$ cat config.mk
export PLATFORM = sky130hd
export DESIGN_NAME = i2c_bus_unstick
export DESIGN_NICKNAME = d
export VERILOG_FILES = /design/src/rtl/unstick_pkg.sv /design/src/rtl/unstick_sync.sv /design/src/rtl/unstick_timer.sv /design/src/rtl/i2c_bus_unstick.sv
export SDC_FILE = /design/constraint.sdc
export NUM_CORES = 1
export LEC_CHECK = 0
export BUFFER_PORTS_ARGS = -buffer_cell sky130_fd_sc_hd__buf_2
export CAP_MARGIN = 20
export CORE_MARGIN = 2
export CORE_UTILIZATION = 67
export DETAILED_ROUTE_END_ITERATION = 10
export PLACE_DENSITY_LB_ADDON = 0.08
export SLEW_MARGIN = 20
export SYNTH_ARGS = -nofsm -noshare
export SYNTH_HDL_FRONTEND = slang
export SYNTH_HIERARCHICAL = 1
export SYNTH_SLANG_ARGS = --single-unit
$ cat constraint.sdc
create_clock -name clk -period 10 [get_ports clk]
set_input_delay 2.5 -clock clk [delete_from_list [all_inputs] [get_ports clk]]
set_output_delay 2.5 -clock clk [all_outputs]
set_load 0.005 [all_outputs]
$ cat src/rtl/unstick_pkg.sv
package unstick_pkg;

  typedef enum logic [2:0] {
    ST_IDLE,
    ST_WAIT,
    ST_DECIDE,
    ST_LOW,
    ST_HIGH,
    ST_FINAL,
    ST_DONE
  } seq_state_t;

endpackage

$ cat src/rtl/unstick_sync.sv
module unstick_sync #(
  parameter int   STAGES  = 2,
  parameter logic RST_VAL = 1'b1
) (
  input  logic clk,
  input  logic rst,
  input  logic d,
  output logic q
);

  logic [STAGES-1:0] chain_q;

  generate
    if (STAGES == 1) begin : g_single
      always_ff @(posedge clk) begin
        if (rst) chain_q <= RST_VAL;
        else     chain_q <= d;
      end
    end else begin : g_multi
      always_ff @(posedge clk) begin
        if (rst) chain_q <= {STAGES{RST_VAL}};
        else     chain_q <= {chain_q[STAGES-2:0], d};
      end
    end
  endgenerate

  assign q = chain_q[STAGES-1];

endmodule

$ cat src/rtl/unstick_timer.sv
module unstick_timer #(
  parameter int W = 8
) (
  input  logic         clk,
  input  logic         rst,
  input  logic         clr,
  input  logic [W-1:0] limit,
  output logic         hit
);

  logic [W-1:0] cnt_q;

  always_ff @(posedge clk) begin
    if (rst || clr) cnt_q <= '0;
    else            cnt_q <= cnt_q + 1'b1;
  end

  // hit marks the last cycle of an interval of `limit` cycles
  assign hit = (cnt_q == limit - 1'b1);

endmodule

$ cat src/rtl/i2c_bus_unstick.sv
module i2c_bus_unstick #(
  parameter int PHASE_CYCLES = 50000,
  parameter int POLL_CYCLES  = 50000,
  parameter int WAIT_POLLS   = 1000,
  parameter int MAX_PULSES   = 10,
  parameter int SYNC_STAGES  = 2
) (
  input  logic clk,
  input  logic rst,
  input  logic start_i,
  input  logic busy_i,
  input  logic sda_i,
  output logic scl_drive_o,
  output logic pin_own_o,
  output logic done_o,
  output logic sda_stuck_o
);
  import unstick_pkg::*;

  localparam int WAIT_CYCLES = POLL_CYCLES * WAIT_POLLS;
  localparam int TMAX        = (WAIT_CYCLES > PHASE_CYCLES) ? WAIT_CYCLES : PHASE_CYCLES;
  localparam int TW          = $clog2(TMAX + 1);
  localparam int PW          = $clog2(MAX_PULSES + 1);
  localparam logic [TW-1:0] LIM_WAIT  = TW'(WAIT_CYCLES);
  localparam logic [TW-1:0] LIM_PHASE = TW'(PHASE_CYCLES);
  localparam logic [PW-1:0] PULSE_CAP = PW'(MAX_PULSES);

  seq_state_t    state_q, state_d;
  logic [PW-1:0] pulses_q;
  logic          sda_s;
  logic          tmr_hit;
  logic          tmr_clr;
  logic [TW-1:0] tmr_limit;
  logic          scl_q, own_q, done_q, stuck_q;

  unstick_sync #(.STAGES(SYNC_STAGES), .RST_VAL(1'b1)) u_sda_sync (
    .clk (clk),
    .rst (rst),
    .d   (sda_i),
    .q   (sda_s)
  );

  assign tmr_limit = (state_q == ST_WAIT) ? LIM_WAIT : LIM_PHASE;
  assign tmr_clr   = (state_d != state_q);

  unstick_timer #(.W(TW)) u_timer (
    .clk   (clk),
    .rst   (rst),
    .clr   (tmr_clr),
    .limit (tmr_limit),
    .hit   (tmr_hit)
  );

  always_comb begin
    state_d = state_q;
    unique case (state_q)
      ST_IDLE:   if (start_i) state_d = ST_WAIT;
      ST_WAIT:   if (!busy_i || tmr_hit) state_d = ST_DECIDE;
      ST_DECIDE: state_d = (busy_i || !sda_s) ? ST_LOW : ST_DONE;
      ST_LOW: begin
        if (tmr_hit) begin
          if (!sda_s && (pulses_q < PULSE_CAP)) state_d = ST_HIGH;
          else                                  state_d = ST_FINAL;
        end
      end
      ST_HIGH:   if (tmr_hit) state_d = ST_LOW;
      ST_FINAL:  if (tmr_hit) state_d = ST_DONE;
      ST_DONE:   state_d = ST_IDLE;
      default:   state_d = ST_IDLE;
    endcase
  end

  always_ff @(posedge clk) begin
    if (rst) begin
      state_q  <= ST_IDLE;
      pulses_q <= '0;
      scl_q    <= 1'b1;
      own_q    <= 1'b0;
      done_q   <= 1'b0;
      stuck_q  <= 1'b0;
    end else begin
      state_q <= state_d;
      scl_q   <= (state_d != ST_LOW);
      own_q   <= (state_d == ST_LOW) || (state_d == ST_HIGH) || (state_d == ST_FINAL);
      done_q  <= (state_d == ST_DONE);
      if (state_q == ST_DECIDE)
        pulses_q <= '0;
      else if ((state_q == ST_LOW) && (state_d == ST_HIGH))
        pulses_q <= pulses_q + 1'b1;
      if ((state_q == ST_IDLE) && start_i)
        stuck_q <= 1'b0;
      else if ((state_q == ST_FINAL) && tmr_hit)
        stuck_q <= !sda_s;
    end
  end

  assign scl_drive_o = scl_q;
  assign pin_own_o   = own_q;
  assign done_o      = done_q;
  assign sda_stuck_o = stuck_q;

endmodule

# Word level (Yosys, flattened, before mapping)
# Cells that the tools add are included.
# totals
register_bits	39
inputBits	5
out_inout_bits	4
word_cells	47
# classes
add_sub_neg	3
order_cmp	1
n_eq_ne	12
n_mux	9
reduce_logical	14
# ops
operator	n
adder 26 x 1 -> 26 bit (second input constant)	1
== test 26 bit	1
2-to-1 mux 26 bit	1
subtractor 26 x 1 -> 26 bit (second input constant)	1
2-to-1 mux 3 bit	6
case mux 3 bit (6 select lines)	1
== test 3 bit (second input constant)	5
== test 3 x 2 -> 1 bit (second input constant)	3
logical OR 1 bit	5
adder 4 x 1 -> 4 bit (second input constant)	1
logical AND 1 bit	4
less-than comparator 4 bit (second input constant)	1
OR reduction 2 bit	2
== test 3 x 1 -> 1 bit (second input constant)	1
zero test 3 bit	1
!= test 3 x 2 -> 1 bit (second input constant)	1
!= test 3 bit	1
zero test 1 bit	2
2-to-1 mux 1 bit	1

# Depth between registers and ports, before layout
# logic_depth
word_depth	10
mapped_depth	20
ltp_nobuf	15

# Hierarchy
# The synthesis kept the hierarchy.
# by_module_without_submodules
module	instances	cells_per_inst	area_each_um2	seq_area_each_um2
unstick_timer	1	267	2033.2	520.5
i2c_bus_unstick	1	75	659.4	220.2
unstick_sync	1	4	52.6	40.0

# Worst setup path before layout
# No wires, ideal clock.
# synth_timing
path_type	flip-flop to flip-flop
startpoint	register state_q[2]
endpoint	register u_timer.cnt_q[24]
setup_time_ns	0.128
arrival_time_ns	3.984
required_time_ns	9.872
slack_ns	5.888
path_stages_with_launch	20
n_path_buf	4
period_less_slack_ns	4.112
cell_sequence	dfxtp_1 > buf_4 > nor2_1 > nand2_1 > inv_1 > or4_1 > nor3_1 > xnor2_1 > nand4_1 > nor4b_2 > o2111ai_1 > nor3_2 > buf_6 > inv_1 > a21oi_1 > o32a_1 > or2_2 > clkbuf_1 > clkbuf_1 > nor2_1
# synth_via
elab_chain_cells	9
word_cells_on_any_way	18
cone_classes	add/sub: 1; eq/ne: 7; mux: 7; reduce/logical: 3
# synth_lines
item	line	text
start, declared	i2c_bus_unstick.sv:28	seq_state_t state_q, state_d;
start signal, assigned	i2c_bus_unstick.sv:82	state_q <= state_d;
== test 3 x 1 -> 1 bit (*)	i2c_bus_unstick.sv:43	assign tmr_limit = (state_q == ST_WAIT) ? LIM_WAIT : LIM_PHASE;
2-to-1 mux 26 bit (*)	i2c_bus_unstick.sv:43	
named net tmr_limit[4]	i2c_bus_unstick.sv:33	logic [TW-1:0] tmr_limit;
subtractor 26 x 1 -> 26 bit (*)	unstick_timer.sv:19	assign hit = (cnt_q == limit - 1'b1);
== test 26 bit (*)	unstick_timer.sv:19	
named net tmr_hit	i2c_bus_unstick.sv:31	logic tmr_hit;
logical OR 1 bit	i2c_bus_unstick.sv:58	ST_WAIT: if (!busy_i || tmr_hit) state_d = ST_DECIDE;
2-to-1 mux 3 bit	i2c_bus_unstick.sv:58	
case mux 3 bit (6 select lines) (*)	i2c_bus_unstick.sv:56	unique case (state_q)
!= test 3 bit (*)	i2c_bus_unstick.sv:44	assign tmr_clr = (state_d != state_q);
named net tmr_clr	i2c_bus_unstick.sv:32	logic tmr_clr;
logical OR 1 bit (*)	unstick_timer.sv:14	if (rst || clr) cnt_q <= '0;
end signal, assigned	unstick_timer.sv:15	else cnt_q <= cnt_q + 1'b1;
end, declared	unstick_timer.sv:11	logic [W-1:0] cnt_q;
# Mark *: on every way through the listed nets, which the timed path passes. The rest lies on a longest branch.
# A chain may end at the register's enable or synchronous reset.

# Worst setup path after layout
# layout_timing
startpoint	register state_q[2]
endpoint	register u_timer.cnt_q[11]
# The elaborated chain is that of the path after synthesis.

==> impl_metrics.json <==
{
  "synth_edf_count": 0,
  "overflow": 0,
  "drv_slew": 0,
  "drt-total-wl_microns": 5710,
  "cts_resized": 0,
  "clock_sinks": 39,
  "path_cells": "nor2_1 -> nand2_1 -> inv_1 -> buf_4 -> nor4_1 -> nand2_1 -> xnor2_1 -> nand4_1 -> nor4b_2 -> o2111ai_1 -> nor3_2 -> inv_1 -> a21oi_1 -> o32a_1 -> or2_2 -> nor2_1",
  "grt_usage_pct": 26.8,
  "synthCells": 346,
  "cts.clk_slew.worst_paths_ns": 0.08,
  "initialDrtViolationCount": 212,
  "syn_avg_cell_area_sq_um": 7.93,
  "first_pass_iters": 4,
  "hold_buffers": 0,
  "critical_path.max_fanout": 40,
  "rows": 23,
  "ys_seq_elements": 39,
  "dieHeight_microns": 68.0,
  "grt-busiest-layer": "met2",
  "grtUsageMet2_pct": 43.4,
  "ant_nets": 0,
  "nets": 406,
  "drive_gt1_share_pct": 8.27,
  "whs_ns": 0.415,
  "clock_skew_ns": 0.00839,
  "place_congestion": 0.892,
  "powerDensity_nw_per_um2": 117,
  "crit_buf_inv": 3,
  "dpl_cell_area_sq_um": 2960,
  "clk_latency_ns": 0.29,
  "met3_usage_pct": 4.61,
  "max-cap-violations": 0,
  "post-route-drc-count": 0,
  "slowest_stage": "dfxtp_1",
  "ys.flop_type": "dfxtp_1",
  "avgViaCountPerCell": 5.45,
  "start_util_pct": 69.1,
  "fin_crit_ns": 4.68,
  "synth-async-reset-ratio_pct": 0,
  "post_cts_buffers": 0,
  "num_vias": 2449,
  "yosysWarningCount": 6,
  "slew_headroom_pct": 52.8,
  "rsz0062_at_grt": "no",
  "finalSetupTns_ns": 0,
  "final_hold_viol_count": 0,
  "leakage_nw": 1.10,
  "antenna_cells": 0,
  "start_kind": "flip-flop",
  "cts_buffers": 5,
  "root_buffer": "clkbuf_8",
  "finalCritPeriodShare_pct": 46.8,
  "finalSetupViolCount": 0,
  "core_area_sq_um": 3970,
  "clockBufferDepth": 2,
  "dieArea_sq_um": 4630,
  "ioPinCount": 9,
  "critPathCaptureType": "flip-flop",
  "place_hpwl_microns": 4210,
  "die_w_microns": 68.0,
  "place_inst": 441,
  "grt_pass1_vias": 2131,
  "htree_num_levels": 2,
  "arrival_ns": 4.84,
  "wl_per_cell_microns": 12.7,
  "worstMarginPinSlew_ns": 0.707,
  "place_ws_ns": 5.35,
  "grt_pass1_wl_microns": 9330,
  "fin_ws_ns": 5.32,
  "slowest_delay_ns": 0.60,
  "ys_seq_area_share_pct": 28.4,
  "clock.fmax_mhz": 214,
  "portBuffers": 8,
  "design_area_sq_um": 3080,
  "ir_drop_v": 0.000102,
  "outcome": "finished clean",
  "crit_family": "simple AND/OR/NAND/NOR gates",
  "ys_types": 61,
  "worstSetupPathType": "reg -> reg",
  "hold_path_class": "reg -> reg",
  "cts_tree": "yes",
  "final_cells": 449,
  "syn-cell-area_sq_um": 2750,
  "use_met1_pct": 34.4,
  "worstPathRequired_ns": 10.16,
  "syn_to_final_growth_pct": 12.2,
  "grt_max_degree": 41,
  "antenna_found_initial": 0
}
power by group:
part           total, mW  switching [mW]  internal (mW)
sequential         0.162         0.00418          0.158
combinational     0.0616          0.0391         0.0226
clock              0.138          0.0575         0.0808
total              0.362           0.101          0.261
stage by stage:
stage               power [mW]  util (%)
floorplan                0.216         -
global placement         0.224      74.6
detailed placement       0.225      74.6
CTS                      0.362      77.5
global route             0.377      77.5
finish                   0.362      77.5
flip-flops by register name, indices dropped and copies added (netlist names):
signal,count
u_timer/cnt_q,26
state_q,3
u_sda_sync/chain_q,2
done_o,1
sda_stuck_o,1
scl_drive_o,1
pin_own_o,1
pulses_q,4
Yosys cell counts, types with 7 or more instances:
cell type,number,area [sq um]
inv_1,11,41.3
nor3_1,16,80.1
dfxtp_1,39,781
clkbuf_1,9,33.8
nand4_1,11,68.8
nand2_1,19,71.3
nor4_1,11,68.8
o21ai_0,7,35.0
a21oi_1,11,55.1
nand3_1,13,65.1
xor2_1,19,166
nor2_1,50,188
xnor2_1,40,350
cells in the final DEF, fill, tap and decap left out, drive strengths merged, types with 3 or more instances in the layout:
cell type / synthesis / layout
conb: 2 / 53
nor2: 50 / 50
xnor2: 40 / 40
dfxtp: 39 / 39
nand2: 20 / 20
xor2: 19 / 19
nor3: 18 / 18
nand3: 13 / 13
a21oi: 12 / 12
nor4: 12 / 12
o21ai: 12 / 12
inv: 11 / 11
nand4: 11 / 11
buf: 6 / 9
clkbuf: 9 / 6
and3: 5 / 5
or2: 5 / 5
nand2b: 4 / 4
or3: 4 / 4
or4: 4 / 4
o32a: 3 / 3
ha: 3 / 3
nand4b: 3 / 3
and4: 3 / 3
a211oi: 3 / 3
nor3b: 3 / 3
nor4b: 3 / 3
and2: 3 / 3
layout make-up:
cell class              count  area, sq um
multi-input cells         331         2020
fillers                   307          892
flip-flops and latches     39          781
clock buffers               6         82.6
well taps                  50         62.6
repair buffers              9         47.5
inverters                  12         46.3
clock inverters             2         35.0
worst register-to-register path, stage by stage, from the launching register on:
cell	delay (ns)
dfxtp_1	0.60
nor2_1	0.10
nand2_1	0.55
inv_1	0.19
buf_4	0.30
nor4_1	0.42
nand2_1	0.12
xnor2_1	0.18
nand4_1	0.14
nor4b_2	0.28
o2111ai_1	0.15
nor3_2	0.55
inv_1	0.13
a21oi_1	0.18
o32a_1	0.15
or2_2	0.42
nor2_1	0.11
final timing paths:
path	start	slack (ns)	end	cells after the start
worst min register to register	u_sda_sync/chain_q[0]	0.42	u_sda_sync/chain_q[1]	1
worst max register to register	state_q[2]	5.32	u_timer/cnt_q[11]	16
worst max-delay path	state_q[2]	5.32	u_timer/cnt_q[11]	16
worst min-delay path	u_sda_sync/chain_q[0]	0.42	u_sda_sync/chain_q[1]	1
cell families after synthesis:
family	Yosys count	synth area share, %
adder cells (fa/ha/maj)	3	1.37
multiplexers	2	0.729
XOR/XNOR	59	18.8
AND/OR/NAND/NOR	167	33.6
buffers and inverters	27	4.79
other	2	0.274
flip-flops	39	28.4
AO/OA/AOI/OAI	47	12.0
per-layer routing:
metal,share of wire [%],up-vias
li1,-,1280
met1,48,1115
met2,47,44
met3,3.1,10
met4,1.7,0
met5,0,-
Note: power is estimated with default switching activity, not from simulation.
